### config.mk
export PLATFORM = sky130hd
export DESIGN_NAME = ret_pwr_seq
export DESIGN_NICKNAME = d
export VERILOG_FILES = /design/src/rtl/rps_pkg.sv /design/src/rtl/rps_step_rom.sv /design/src/rtl/rps_wait_timer.sv /design/src/rtl/rps_ctl_bank.sv /design/src/rtl/ret_pwr_seq.sv
export SDC_FILE = /design/constraint.sdc
export NUM_CORES = 1
export LEC_CHECK = 0
export ABC_AREA = 0
export CAP_MARGIN = 20
export CELL_PAD_IN_SITES_DETAIL_PLACEMENT = 1
export CELL_PAD_IN_SITES_GLOBAL_PLACEMENT = 1
export CORE_MARGIN = 2
export CORE_UTILIZATION = 30
export DETAILED_ROUTE_END_ITERATION = 6
export DONT_BUFFER_PORTS = 1
export GPL_TIMING_DRIVEN = 0
export HOLD_SLACK_MARGIN = 0.05
export PLACE_DENSITY = 0.54
export SYNTH_ARGS = -nofsm -noshare
export SYNTH_HDL_FRONTEND = slang
export SYNTH_SLANG_ARGS = --single-unit
### constraint.sdc
create_clock -name clk -period 8.95 [get_ports clk]
set_clock_uncertainty 0.2 [all_clocks]
set_input_delay 0.4475 -clock clk [delete_from_list [all_inputs] [get_ports clk]]
set_output_delay 0.4475 -clock clk [all_outputs]
set_load 0.02 [all_outputs]
### src/rtl/rps_pkg.sv
`timescale 1ns/1ps
package rps_pkg;

  localparam int SEQ_IW  = 4;
  localparam int SEQ_LEN = 1 << SEQ_IW;

  localparam int B_RSTN  = 0;
  localparam int B_ISO   = 1;
  localparam int B_CKDIS = 4;
  localparam int B_SAVE  = 24;
  localparam int B_NREST = 25;
  localparam int B_RCLK  = 26;
  localparam int B_FLAG  = 27;
  localparam int B_UCLK  = 28;

  typedef enum logic [1:0] {
    RT_NONE = 2'd0,
    RT_GEN  = 2'd1,
    RT_PHY  = 2'd2,
    RT_STOR = 2'd3
  } rtype_e;

  typedef enum logic [2:0] {
    OP_SET, OP_CLR, OP_WAIT_UP, OP_WAIT_DN, OP_CHECK, OP_END
  } op_e;

  typedef struct packed {
    op_e        op;
    logic [4:0] pos;
  } step_t;

  // Builds the step list for one direction and type, returns entry idx.
  function automatic step_t seq_at(input logic on, input rtype_e rt,
                                   input logic [SEQ_IW-1:0] idx);
    step_t s [SEQ_LEN];
    int    n;
    for (int i = 0; i < SEQ_LEN; i++) s[i] = '{op: OP_END, pos: 5'd0};
    n = 0;
    if (on) begin
      if (rt == RT_PHY) begin s[n] = '{OP_SET, 5'(B_RCLK)}; n++; end
      s[n] = '{OP_CLR, 5'(B_CKDIS)}; n++;
      s[n] = '{OP_CLR, 5'(B_ISO)};   n++;
      if (rt == RT_PHY) begin s[n] = '{OP_WAIT_UP, 5'd0}; n++; end
      s[n] = '{OP_SET, 5'(B_RSTN)};  n++;
      s[n] = '{OP_CHECK, 5'd0};      n++;
      case (rt)
        RT_GEN: begin
          s[n] = '{OP_CLR, 5'(B_FLAG)};  n++;
          s[n] = '{OP_SET, 5'(B_RCLK)};  n++;
          s[n] = '{OP_CLR, 5'(B_NREST)}; n++;
          s[n] = '{OP_SET, 5'(B_NREST)}; n++;
          s[n] = '{OP_CLR, 5'(B_RCLK)};  n++;
        end
        RT_PHY: begin
          s[n] = '{OP_CLR, 5'(B_FLAG)};  n++;
          s[n] = '{OP_CLR, 5'(B_NREST)}; n++;
          s[n] = '{OP_SET, 5'(B_NREST)}; n++;
          s[n] = '{OP_CLR, 5'(B_RCLK)};  n++;
        end
        RT_STOR: begin
          s[n] = '{OP_SET, 5'(B_UCLK)};  n++;
          s[n] = '{OP_CLR, 5'(B_NREST)}; n++;
          s[n] = '{OP_SET, 5'(B_NREST)}; n++;
          s[n] = '{OP_CLR, 5'(B_UCLK)};  n++;
        end
        default: ;
      endcase
    end else begin
      if (rt == RT_GEN || rt == RT_PHY) begin
        s[n] = '{OP_SET, 5'(B_RCLK)}; n++;
        s[n] = '{OP_SET, 5'(B_SAVE)}; n++;
        s[n] = '{OP_CLR, 5'(B_SAVE)}; n++;
        s[n] = '{OP_CLR, 5'(B_RCLK)}; n++;
        s[n] = '{OP_SET, 5'(B_FLAG)}; n++;
      end else if (rt == RT_STOR) begin
        s[n] = '{OP_SET, 5'(B_UCLK)}; n++;
        s[n] = '{OP_SET, 5'(B_SAVE)}; n++;
        s[n] = '{OP_CLR, 5'(B_SAVE)}; n++;
        s[n] = '{OP_CLR, 5'(B_UCLK)}; n++;
      end
      s[n] = '{OP_SET, 5'(B_ISO)}; n++;
      if (rt == RT_PHY) begin s[n] = '{OP_WAIT_DN, 5'd0}; n++; end
      s[n] = '{OP_SET, 5'(B_CKDIS)}; n++;
      s[n] = '{OP_CLR, 5'(B_RSTN)};  n++;
    end
    return s[idx];
  endfunction

endpackage

### src/rtl/rps_step_rom.sv
`timescale 1ns/1ps
module rps_step_rom
  import rps_pkg::*;
(
  input  logic              dir_on,
  input  rtype_e            rt,
  input  logic [SEQ_IW-1:0] idx,
  output step_t             step
);
  assign step = seq_at(dir_on, rt, idx);
endmodule

### src/rtl/rps_wait_timer.sv
`timescale 1ns/1ps
module rps_wait_timer #(
  parameter int UP_CYC = 1000,
  parameter int DN_CYC = 200
) (
  input  logic clk,
  input  logic rst,
  input  logic run,
  input  logic sel_dn,
  output logic expire
);
  localparam int MAXC = (UP_CYC > DN_CYC) ? UP_CYC : DN_CYC;
  localparam int CW   = $clog2(MAXC + 1);
  localparam logic [CW-1:0] UP_LAST = CW'(UP_CYC - 1);
  localparam logic [CW-1:0] DN_LAST = CW'(DN_CYC - 1);

  logic [CW-1:0] cnt;

  assign expire = run && (cnt == (sel_dn ? DN_LAST : UP_LAST));

  always_ff @(posedge clk) begin
    if (rst || !run || expire) cnt <= '0;
    else                       cnt <= cnt + 1'b1;
  end
endmodule

### src/rtl/rps_ctl_bank.sv
`timescale 1ns/1ps
module rps_ctl_bank
  import rps_pkg::*;
#(
  parameter int CTL_W = 32
) (
  input  logic             clk,
  input  logic             rst,
  input  logic             wr,
  input  logic [4:0]       pos,
  input  logic             val,
  input  logic             track,
  input  logic             saved_in,
  output logic [CTL_W-1:0] ctl
);
  localparam logic [CTL_W-1:0] OFF_WORD =
      (CTL_W'(1) << B_ISO) | (CTL_W'(1) << B_CKDIS) | (CTL_W'(1) << B_NREST);

  always_ff @(posedge clk) begin
    if (rst) begin
      ctl <= OFF_WORD;
    end else begin
      if (track) ctl[B_FLAG] <= saved_in;
      if (wr)    ctl[pos]    <= val;
    end
  end
endmodule

### src/rtl/ret_pwr_seq.sv
`timescale 1ns/1ps
module ret_pwr_seq
  import rps_pkg::*;
#(
  parameter int CTL_W      = 32,
  parameter int CLK_KHZ    = 200000,
  parameter int PHY_UP_US  = 5,
  parameter int PHY_DN_US  = 1
) (
  input  logic             clk,
  input  logic             rst,
  input  logic             req_on,
  input  logic             req_off,
  input  logic [1:0]       ret_type,
  input  logic             saved_in,
  output logic [CTL_W-1:0] ctl,
  output logic             busy,
  output logic             done
);
  localparam int UP_RAW = (PHY_UP_US * CLK_KHZ + 999) / 1000;
  localparam int DN_RAW = (PHY_DN_US * CLK_KHZ + 999) / 1000;
  localparam int UP_CYC = (UP_RAW < 1) ? 1 : UP_RAW;
  localparam int DN_CYC = (DN_RAW < 1) ? 1 : DN_RAW;

  logic              dir_on;
  rtype_e            rt_q;
  logic [SEQ_IW-1:0] idx;
  step_t             step;
  logic              expire;
  logic              in_wait;
  logic              do_restore;

  rps_step_rom u_rom (.dir_on(dir_on), .rt(rt_q), .idx(idx), .step(step));

  assign in_wait = busy && (step.op == OP_WAIT_UP || step.op == OP_WAIT_DN);

  rps_wait_timer #(.UP_CYC(UP_CYC), .DN_CYC(DN_CYC)) u_tmr (
    .clk(clk), .rst(rst), .run(in_wait),
    .sel_dn(step.op == OP_WAIT_DN), .expire(expire)
  );

  rps_ctl_bank #(.CTL_W(CTL_W)) u_bank (
    .clk(clk), .rst(rst),
    .wr(busy && (step.op == OP_SET || step.op == OP_CLR)),
    .pos(step.pos), .val(step.op == OP_SET),
    .track(!busy), .saved_in(saved_in), .ctl(ctl)
  );

  always_comb begin
    case (rt_q)
      RT_GEN, RT_PHY: do_restore = saved_in;
      RT_STOR:        do_restore = 1'b1;
      default:        do_restore = 1'b0;
    endcase
  end

  always_ff @(posedge clk) begin
    if (rst) begin
      busy   <= 1'b0;
      done   <= 1'b0;
      idx    <= '0;
      dir_on <= 1'b0;
      rt_q   <= RT_NONE;
    end else begin
      done <= 1'b0;
      if (!busy) begin
        if (req_on || req_off) begin
          busy   <= 1'b1;
          dir_on <= req_on;
          rt_q   <= rtype_e'(ret_type);
          idx    <= '0;
        end
      end else begin
        case (step.op)
          OP_END: begin
            busy <= 1'b0;
            done <= 1'b1;
          end
          OP_WAIT_UP, OP_WAIT_DN: if (expire) idx <= idx + 1'b1;
          OP_CHECK: begin
            if (do_restore) idx <= idx + 1'b1;
            else begin
              busy <= 1'b0;
              done <= 1'b1;
            end
          end
          default: idx <= idx + 1'b1;
        endcase
      end
    end
  end
endmodule

* After elaboration in Yosys (flattened, before gate mapping)
Cells that the tools add are included.
Storage, ports and cells: flip-flop bits (word level) 51, logic and storage cells 245
Cells by class: bitwise operators 76, multiplexer cells 72, add/subtract/negate cells 14, eq/ne operators 12, reduce and logical (&&, ||, !) cells 32, magnitude comparators 31
Operators by type and width (number):
- $mux 128 | 5
- $and 112x112->112 | 5
- $not 112->112 | 5
- $demux 8 s4 | 14
- $ge 32x5->1 const B | 14
- $lt 32x1->1 const B | 14
- $not 32->32 | 14
- $and 80x80->80 | 5
- $add 32x2->32 const B | 12
- $and 64x64->64 | 6
- $or 64x64->64 | 6
- $pmux 128 s3 | 1
- $mux 32 | 10
- $not 64->64 | 5
- $not 80->80 | 4
- $and 96x96->96 | 3
- $not 96->96 | 3
- $or 48x48->48 | 5
- $mux 8 | 20
- $and 128x128->128 | 1
- $not 128->128 | 1
- $or 32x32->32 | 3
- $or 16x16->16 | 5
- $or 80x80->80 | 1
- other kinds (36) | 75

* Longest topological paths before layout
Gate-level depths: netlist (run 1).
depth after elaboration 33, mapped depth 12, gate-level depth less buffers 9

* Cells and area by module
From an unflattened synthesis (run 1), not the netlist that was laid out.
Unflattened totals: cell total of the unflattened synthesis 409, area, all modules 3465.8 µm²
Modules (own cells, without submodules):
- rps_ctl_bank | cells an instance 150, seq. area each 640.6 µm², instances 1, area an instance 1430.1 µm²
- rps_step_rom | cells an instance 157, seq. area each 0.0 µm², instances 1, area an instance 1071.0 µm²
- rps_wait_timer | cells an instance 49, seq. area each 200.2 µm², instances 1, area an instance 488.0 µm²
- ret_pwr_seq | cells an instance 53, seq. area each 180.2 µm², instances 1, area an instance 476.7 µm²

* Worst setup path after synthesis (run 1)
No wires, ideal clock.
path kind register to register, start reg rt_q[0], end reg u_bank.ctl[24], stages on the path, launching flop included 13, library setup time 0.131 ns, path slack 5.787 ns, arrival 2.832 ns, cells stage by stage dfxtp_1 -> clkbuf_1 -> inv_1 -> ha_1 -> buf_2 -> or3b_1 -> a21o_1 -> a311oi_2 -> a31oi_4 -> nand2b_1 -> clkbuf_1 -> o311ai_1 -> o41ai_1
On the way: word-level cells in the longest chain between the ends 31, elaborated cells on any way between the ends 195
RTL lines:
- start: declaration | RTL line ret_pwr_seq.sv:26 | rtype_e rt_q;
- start signal: assignment | RTL line ret_pwr_seq.sv:70 | rt_q <= rtype_e'(ret_type);
- $eq 2x2->1
- $mux 1 | RTL line rps_pkg.sv:40 | if (rt == RT_PHY) begin s[n] = '{OP_SET, 5'(B_RCLK)}; n++; end
- $mux 32 | RTL line rps_pkg.sv:39 | if (on) begin
- $add 32x2->32 or $not 32->32 (tied branches) | RTL line rps_pkg.sv:41 | s[n] = '{OP_CLR, 5'(B_CKDIS)}; n++;
- $add 32x2->32 (tied with other cells) | RTL line rps_pkg.sv:42 | s[n] = '{OP_CLR, 5'(B_ISO)}; n++;
- $add 32x2->32 (tied with other cells) | RTL line rps_pkg.sv:43 | if (rt == RT_PHY) begin s[n] = '{OP_WAIT_UP, 5'd0}; n++; end
- $mux 32 (tied with other cells) | RTL line rps_pkg.sv:43
- $mux 32 (tied with other cells) | RTL line rps_pkg.sv:39
- [... 14 more ...]
- $mux 128 * | RTL line rps_pkg.sv:39
- $bmux 8 s4 * | RTL line rps_pkg.sv:86 | return s[idx];
- $mux 8 (implied by the code) * (2 in a row) | RTL line rps_pkg.sv:86
- $lt 5x6->1 (implied by the code) or $ge 5x1->1 (tied branches) | RTL line rps_ctl_bank.sv:24 | if (wr) ctl[pos] <= val;
- $logic_and 1x1->1 (implied by the code) | RTL line rps_ctl_bank.sv:24
- $mux 1 (implied by the code) | RTL line rps_ctl_bank.sv:24
- $demux 1 s5
- $bwmux 32 | RTL line rps_ctl_bank.sv:24
- end signal: indexed assignment | RTL line rps_ctl_bank.sv:23 | if (track) ctl[B_FLAG] <= saved_in;
- end signal: indexed assignment | RTL line rps_ctl_bank.sv:24
- end: declaration | RTL line rps_ctl_bank.sv:14 | output logic [CTL_W-1:0] ctl
Every way passes the cells marked *; elsewhere a longest branch is shown, timed or not. The select of a mux whose other input is x is not followed. A chain may end at the register's enable or synchronous reset.

* Worst setup path after layout (run 1)
start reg rt_q[0], end reg u_tmr.cnt[7]
On the way: word-level cells in the longest chain between the ends 32, elaborated cells on any way between the ends 188
RTL lines:
- $eq 2x2->1
- $mux 1 | RTL line rps_pkg.sv:40
- $mux 32 | RTL line rps_pkg.sv:39
- $add 32x2->32 or $not 32->32 (tied branches) | RTL line rps_pkg.sv:41
- $add 32x2->32 (tied with other cells) | RTL line rps_pkg.sv:42
- $add 32x2->32 (tied with other cells) | RTL line rps_pkg.sv:43
- $mux 32 (tied with other cells) | RTL line rps_pkg.sv:43
- $mux 32 (tied with other cells) | RTL line rps_pkg.sv:39
- [... 11 more ...]
- $not 64->64 (no source line) or $and 80x80->80 (tied branches)
- $and 64x64->64 (no source line) or $or 64x64->64 (tied branches)
- $pmux 128 s3 | RTL line rps_pkg.sv:46 | case (rt)
- $mux 128 * | RTL line rps_pkg.sv:39
- $bmux 8 s4 * | RTL line rps_pkg.sv:86
- $mux 8 (implied by the code) * (2 in a row) | RTL line rps_pkg.sv:86
- parallel branches: the longest is 5 deep, another holds $mux 10
- $logic_or 1x1->1 * | RTL line rps_wait_timer.sv:22 | if (rst || !run || expire) cnt <= '0;
- end signal: assignment | RTL line rps_wait_timer.sv:23 | else cnt <= cnt + 1'b1;
- end: declaration | RTL line rps_wait_timer.sv:17 | logic [CW-1:0] cnt;
Mark *: on every way between the ends. The select of a mux whose other input is x is not followed.

==> metrics.md, run 1 <==
| Metric | Value |
|---|---|
| Die H | `99.7 microns` |
| Worst Path Buf+Inv | `3` |
| Total Routed Length | `8710 microns` |
| Initial Utilization | `31.2%` |
| Final HPWL from detailed placement | `6530 microns` |
| Crit Path Class | `flip-flop to flip-flop` |
| FP Rows | `34` |
| Critical path's slowest cell | `a311oi_1` |
| Largest net degree at the start of global routing | `12` |
| HP Start | `ret_type[0]` |
| Initial antenna violation count | `0` |
| Total GRT Usage | `18.1%` |
| Setup bufs post-CTS | `0` |
| Post-Syn Area | `2750 sq um` |
| Die width | `99.7 microns` |
| Area Overhead vs Synth | `9.92%` |
| Ant diodes | `0` |
| Antenna viol nets, final | `0` |
| Routed via count | `2581` |
| Post-route DRC | `0` |
| DR iter-0 viols | `146` |
| RSZ-0062 raised after global routing | `no` |
| Crit path cell chain | `clkbuf_1 > inv_1 > ha_1 > buf_2 > nor2b_1 > o21ai_0 > a311oi_1 > o22ai_1 > nor3_2 > nand3_1 > nor2_1` |
| Ratio of cells with drive above 1 in the final layout | `15.3%` |
| Slew @ Worst Pin | `654 ps` |
| CP max FO | `10` |
| Worst hold endpoint | `rt_q[0]` |
| # resized after CTS | `0` |
| Distinct cell type count after synthesis | `74` |
| H-Tree Depth | `2` |
| Sink Count | `35` |
| First-pass GRT wire length | `14200 microns` |
| R2r setup slk | `5130 ps` |
| Synth warnings | `0` |
| Startpoint types | `flip-flop` |
| Synthesized flop and latch total | `35` |
| Seq/Total Area, Yosys | `25.5%` |
| Num CTS Buffers | `5` |
| Max Cap Viol | `0` |
| Hold Buf Count CTS | `0` |
| Final Setup Violations | `0` |
| Routed WL per cell | `18.6 microns` |
| WP data arrival | `3840 ps` |
| Worst setup EP type | `flip-flop` |
| I/O pins | `41` |
| Max VDD drop | `0.0523 mV` |
| Synth Flop Type | `dfxtp_1` |
| Async S/R FF share, synth | `0%` |
| Outcome | `completed` |
| Worst Hold Slack | `106 ps` |
| PortBufs | `0` |
| Core ar. | `8810 sq um` |
| Worst reg-to-reg path cell count | `11` |
| Post-Syn Area per Cell | `8.18 sq um` |
| Post-synth EDFFs | `0` |
| Gr ovfl total | `0` |
| Die ar. | `9950 sq um` |
| Most common cell after layout, fill and taps aside | `dfxtp_1` |
| Final hold violation count | `0` |
| FMAX | `0.262 GHz` |
| Root Buffer | `clkbuf_8` |
| Worst slew margin | `56.4%` |
| Cell count after synthesis | `336` |
| GP Congestion | `0.895` |
| First-pass iteration count of the detailed router | `4` |
| WHS Path Cells | `2` |
| Total negative slack | `0 ps` |
| Clk buf depth | `2` |
| Commonest non-fill, non-tap cells in the layout | `dfxtp_1 (35), nand2_1 (29), nor2_1 (23), buf_4 (20), conb_1 (16)` |
| Minimum clock period | `3820 ps` |
| Clock-pin slew on the worst setup and hold paths | `70 ps` |
| Final Max Tran Viols | `0` |
| RR Endpoint | `u_tmr.cnt[7]` |
| Final layout net count | `375` |
| CTS tree | `done` |
| DR vias/cell | `5.53` |
| Cell family with most CP delay | `simple AND/OR/NAND/NOR gates` |
| Critical Path RT | `8970 ps` |
| Pwr/cell area | `138 nW/um^2` |
| Fin crit share | `42.7%` |
| Hold Path Class | `primary input to flip-flop` |
| Worst-skew pair later-pin latency | `280 ps` |
| FF-to-FF Start | `rt_q[0]` |
| Critical path's largest stage delay | `490 ps` |
| Vias in the first global route | `2609` |
| Lkg Pwr | `0.00109 uW` |
[metal layers]
layer  share of wire, %  up-vias  global-route usage, %
met5                  0        -                      0
met4                1.6        0                   6.01
met3                6.0       12                   4.01
met2                 47       68                   29.3
met1                 46     1246                   23.8
li1                   -     1255                      -
[area by class of cell]
cell class,instances,area (sq um)
Fill cell,1046,5780
Clock inverter,1,5.00
Inverter,15,56.3
Clock buffer,7,76.3
Buffer,41,249
Multi-Input combinational cell,260,1800
Sequential cell,35,701
Tap cell,108,135
[power breakdown]
group	internal, uW	switching (uW)	total (uW)
clock network	54.6	56.1	111
logic	45.4	88.4	134
registers	161	11.1	172
total	261	156	417
[cells by family after synthesis]
logic type | Yosys count | share of synthesized area (%)
and+or+nand+nor | 126 | 25.2
AOI/OAI and AO/OA | 84 | 25.1
buffers and inverters | 56 | 11.1
DFF | 35 | 25.5
muxes | 16 | 5.92
adders and majority gates | 10 | 4.55
xor gates and xnor gates | 8 | 2.55
other | 1 | 0.136
[sequential cells by signal (all words and copies together), names as in the netlist]
register    flops
dir_on          1
rt_q            2
busy            1
u_tmr.cnt      10
done            1
u_bank.ctl     16
idx             4
[Yosys cell counts (all sizes together) (3+ instances only)]
library cell | instances | area share [%]
o31ai | 3 | 1.2
clkbuf | 9 | 1.2
a221oi | 3 | 0.96
xnor2 | 5 | 1.6
a311oi | 5 | 1.8
nand3 | 13 | 2.4
a21oi | 6 | 1.2
or2 | 4 | 0.91
ha | 10 | 4.6
and2 | 3 | 0.68
nor2b | 6 | 1.4
mux2i | 14 | 5.1
xor2 | 3 | 0.96
nor2 | 23 | 3.1
nand2b | 9 | 2.0
inv | 14 | 1.9
dfxtp | 35 | 25
and3 | 3 | 0.68
o41ai | 9 | 2.9
buf | 32 | 7.8
a21o | 4 | 1.1
nand2 | 29 | 4.0
a31oi | 8 | 2.4
nor3 | 12 | 2.4
o311ai | 6 | 1.9
o2bb2ai | 3 | 0.96
o21ai | 12 | 2.2
nor4 | 5 | 1.8
[how the worst max path moves through the flow]
| stage | endpoint | cells past startpoint | slack (ps) | from |
|---|---|---|---|---|
| CTS | u_bank.ctl[1] | 12 | 5120 | rt_q[0] |
| global placement | u_bank.ctl[1] | 12 | 5160 | rt_q[0] |
| finish | u_tmr.cnt[7] | 11 | 5130 | rt_q[0] |
| global route | u_tmr.cnt[5] | 11 | 4780 | rt_q[0] |
| floorplan | u_bank.ctl[24] | 12 | 5790 | rt_q[0] |
| detailed placement | u_tmr.cnt[7] | 11 | 5120 | rt_q[0] |
[stage by stage]
| step | worst slack (ps) | instances | utilization (%) | power [uW] | cell area, sq um |
|---|---|---|---|---|---|
| floorplan | 5790 | 351 | - | 275 | 2810 |
| global placement | 5160 | 459 | 33.4 | 308 | 2940 |
| detailed placement | 5120 | 459 | 33.4 | 309 | 2940 |
| CTS | 5120 | 467 | 34.3 | 421 | 3020 |
| global route | 4780 | 467 | 34.3 | 445 | 3020 |
| finish | 5130 | 467 | 34.3 | 417 | 3020 |
Power figures use the tool's default switching activity.
==> inputs of run 2 (changes only) <==
- ABC_AREA: 0 -> 1
- PLACE_DENSITY: 0.54 -> 0.56
- clock period: 8.95 -> 3.9 ns (I/O delays scaled with it)
==> run 2 against run 1 <==
  * Power grew to 3.0 times the previous value
  * Core utilization is 0.19 points higher
  * Non-clock buffer count is 8 lower
  * Register-to-register slack worse by 4300 ps
  * Wire length is 0.13% lower
  * Clock-buffer cell count is 2 lower
  * Global-route usage is 0.44 points lower
  * First-iteration DRC count is 44% lower
  * Highest routed layer unchanged
==> metrics.md, run 2 <==
| Metric | Value |
|---|---|
| Lkg Pwr | `0.00143 uW` |
| Die H | `101 microns` |
| PortBufs | `0` |
| Worst slew margin | `55.1%` |
| Die ar. | `10200 sq um` |
| Placed Instance Area | `3020 sq um` |
| Sink Count | `35` |
| Initial Utilization | `30.7%` |
| Worst Path Buf+Inv | `3` |
| Synth top area cells | `dfxtp_1 (25%), nand2_1 (13%), nand3_1 (7.6%)` |
| Worst Setup SP | `rt_q[0]` |
| Final hold violation count | `0` |
| H-Tree Depth | `2` |
| Max Used Layer | `met4` |
| Slew @ Worst Pin | `668 ps` |
| Antenna viol nets, final | `0` |
| FMAX | `0.321 GHz` |
| Met2 routed WL | `4060 microns` |
| Synthesized flop and latch total | `35` |
| # resized after CTS | `0` |
| Cell family with most CP delay | `simple AND/OR/NAND/NOR gates` |
| Synth Flop Type | `dfxtp_1` |
| Critical Path Stages | `18` |
| Seq/Total Area, Yosys | `24.8%` |
| Num CTS Buffers | `5` |
| Multi-input logic area | `1820 sq um` |
| Setup bufs post-CTS | `0` |
| CP max FO | `10` |
| Clock-pin slew on the worst setup and hold paths | `90 ps` |
| Crit Path Class | `flip-flop to flip-flop` |
| Top cell type's share of synthesized area | `24.8%` |
| Pwr/cell area | `398 nW/um^2` |
| Routed via count | `2720` |
| WP data arrival | `3080 ps` |
| Commonest non-fill, non-tap cells in the layout | `nand2_1 (101), nand3_1 (43), nor2_1 (43), dfxtp_1 (35), inv_1 (29)` |
| Die width | `101 microns` |
| Final Max Tran Viols | `0` |
| Initial antenna violation count | `0` |
| Routed WL per cell | `15.6 microns` |
| Setup crit end | `idx[1]` |
| Hold Buf Count CTS | `4` |
| DR iter-0 viols | `82` |
| Startpoint types | `flip-flop` |
| Layout Cells excl Fill | `558` |
| Largest Register | `u_bank.ctl` |
| Max Cap Viol | `0` |
| Met3 routed WL | `333 microns` |
| Critical path's largest stage delay | `550 ps` |
| Hold Path Class | `primary input to flip-flop` |
| Worst setup EP type | `flip-flop` |
| Core ar. | `9200 sq um` |
| First-pass iteration count of the detailed router | `4` |
| Final Setup Violations | `0` |
| Distinct cell type count after synthesis | `42` |
| Minimum clock period | `3110 ps` |
| CTS tree | `done` |
| Storage cell area | `701 sq um` |
| RSZ-0062 raised after global routing | `no` |
| Most repeated library cell on the critical path | `nand2_1` |
| Count leader, synth | `nand2_1` |
| FF-to-FF Start | `rt_q[0]` |
| Post-route DRC | `0` |
| Worst reg-to-reg path cell count | `18` |
| Total Routed Length | `8700 microns` |
| Final layout net count | `463` |
| Outcome | `completed` |
| Fill count | `1221` |
| Critical Path RT | `3860 ps` |
| Synth area leader | `dfxtp_1` |
| Total negative slack | `0 ps` |
| Fin crit share | `79.8%` |
| DR vias/cell | `4.87` |
| Max reg flops | `16` |
| Area Overhead vs Synth | `12.3%` |
| Max VDD drop | `0.166 mV` |
| Worst-skew pair later-pin latency | `290 ps` |
| I/O pins | `41` |
| RR Endpoint | `idx[1]` |
| Post-synth EDFFs | `0` |
| Final HPWL from detailed placement | `6730 microns` |
| FP Rows | `35` |
| WHS Path Cells | `3` |
| Most common cell after layout, fill and taps aside | `nand2_1` |
| Ratio of cells with drive above 1 in the final layout | `21.0%` |
| Design Area, Final | `3170 sq um` |
| Crit path cell chain | `inv_1 > ha_1 > nand2_2 > inv_1 > a21oi_1 > nand2_1 > nor2_2 > nand2_2 > nand2_2 > nand2_1 > inv_1 > nand2_1 > nand2_2 > nand2_4 > nand2_4 > nand2_1 > nand2_1 > nor2_1` |
| Largest registers | `u_bank.ctl x16, u_tmr.cnt x10, idx x4` |
| Post-Syn Area | `2830 sq um` |
| Post-Syn Area per Cell | `6.73 sq um` |
| Gr ovfl total | `0` |
| R2r setup slk | `790 ps` |
| Root Buffer | `clkbuf_8` |
| First-pass GRT wire length | `14100 microns` |
| Cell count after synthesis | `420` |
| Total GRT Usage | `17.6%` |
| Clk buf depth | `2` |
| Largest net degree at the start of global routing | `13` |
| Top cells by count, synth | `nand2_1 (101), nand3_1 (43), nor2_1 (43), dfxtp_1 (35), inv_1 (29)` |
| Vias in the first global route | `2703` |
| GP Congestion | `0.912` |
| Worst Hold Slack | `64.2 ps` |
| Synth warnings | `0` |
| Critical path's slowest cell | `dfxtp_1` |
| Routed length on met1 | `4100 microns` |
| Ant diodes | `0` |
| Async S/R FF share, synth | `0%` |
| Dpl cells | `546` |
==> run 2: stage by stage <==
step	utilization (%)	setup WS, ps	power, uW
5_1_grt	34.5	547	1350
3_5_place_dp	32.8	840	921
6_report	34.5	786	1260
4_1_cts	34.5	826	1280
3_3_place_gp	32.8	838	919
2_1_floorplan	-	1430	801
==> run 2: cells by family after synthesis <==
kind of cell	after synthesis	share of synthesized area, %
adders and majority gates	10	4.43
xor gates and xnor gates	5	1.55
DFF	35	24.8
AOI/OAI and AO/OA	61	12.5
buffers and inverters	68	12.8
and+or+nand+nor	240	43.8
other	1	0.133
==> run 2: routing by layer <==
layer,GRT usage [%],up-vias
met2,29.6,54
li1,-,1382
met1,23.2,1270
met3,2.70,14
met4,5.30,0
met5,0,-
==> run 2: final cells by class <==
cell class,count,share of cell area [%]
clock inverter,3,1.38
inverter,39,4.69
tap,111,4.38
timing repair buffer,4,1.26
multi-input combinational,332,57.3
buffer,29,6.70
clock buffer,5,2.17
sequential,35,22.1
==> run 2: worst min path at each step <==
| stage | to | slack [ps] | from |
|---|---|---|---|
| 6_report | u_bank.ctl[24] | 60 | rst |
| 5_1_grt | u_bank.ctl[24] | 110 | rst |
| 4_1_cts | u_bank.ctl[24] | 90 | rst |
| 3_5_place_dp | dir_on | 170 | req_on |
| 3_3_place_gp | dir_on | 170 | req_on |
| 2_1_floorplan | dir_on | 140 | req_on |
==> run 2: worst register-to-register path: stages (launching register included) <==
cell and delay [ps]:
dfxtp_1 550, inv_1 200, ha_1 470, nand2_2 180, inv_1 100, a21oi_1 190, nand2_1 100, nor2_2 100
nand2_2 100, nand2_2 100, nand2_1 60, inv_1 50, nand2_1 120, nand2_2 120, nand2_4 80, nand2_4 120
nand2_1 60, nand2_1 60, nor2_1 30
==> run 2: where the power goes <==
part	leakage (uW)	switching (uW)	internal [uW]
clock	0.0000581	158	191
combinational	0.00109	361	149
sequential	0.000284	30.8	374
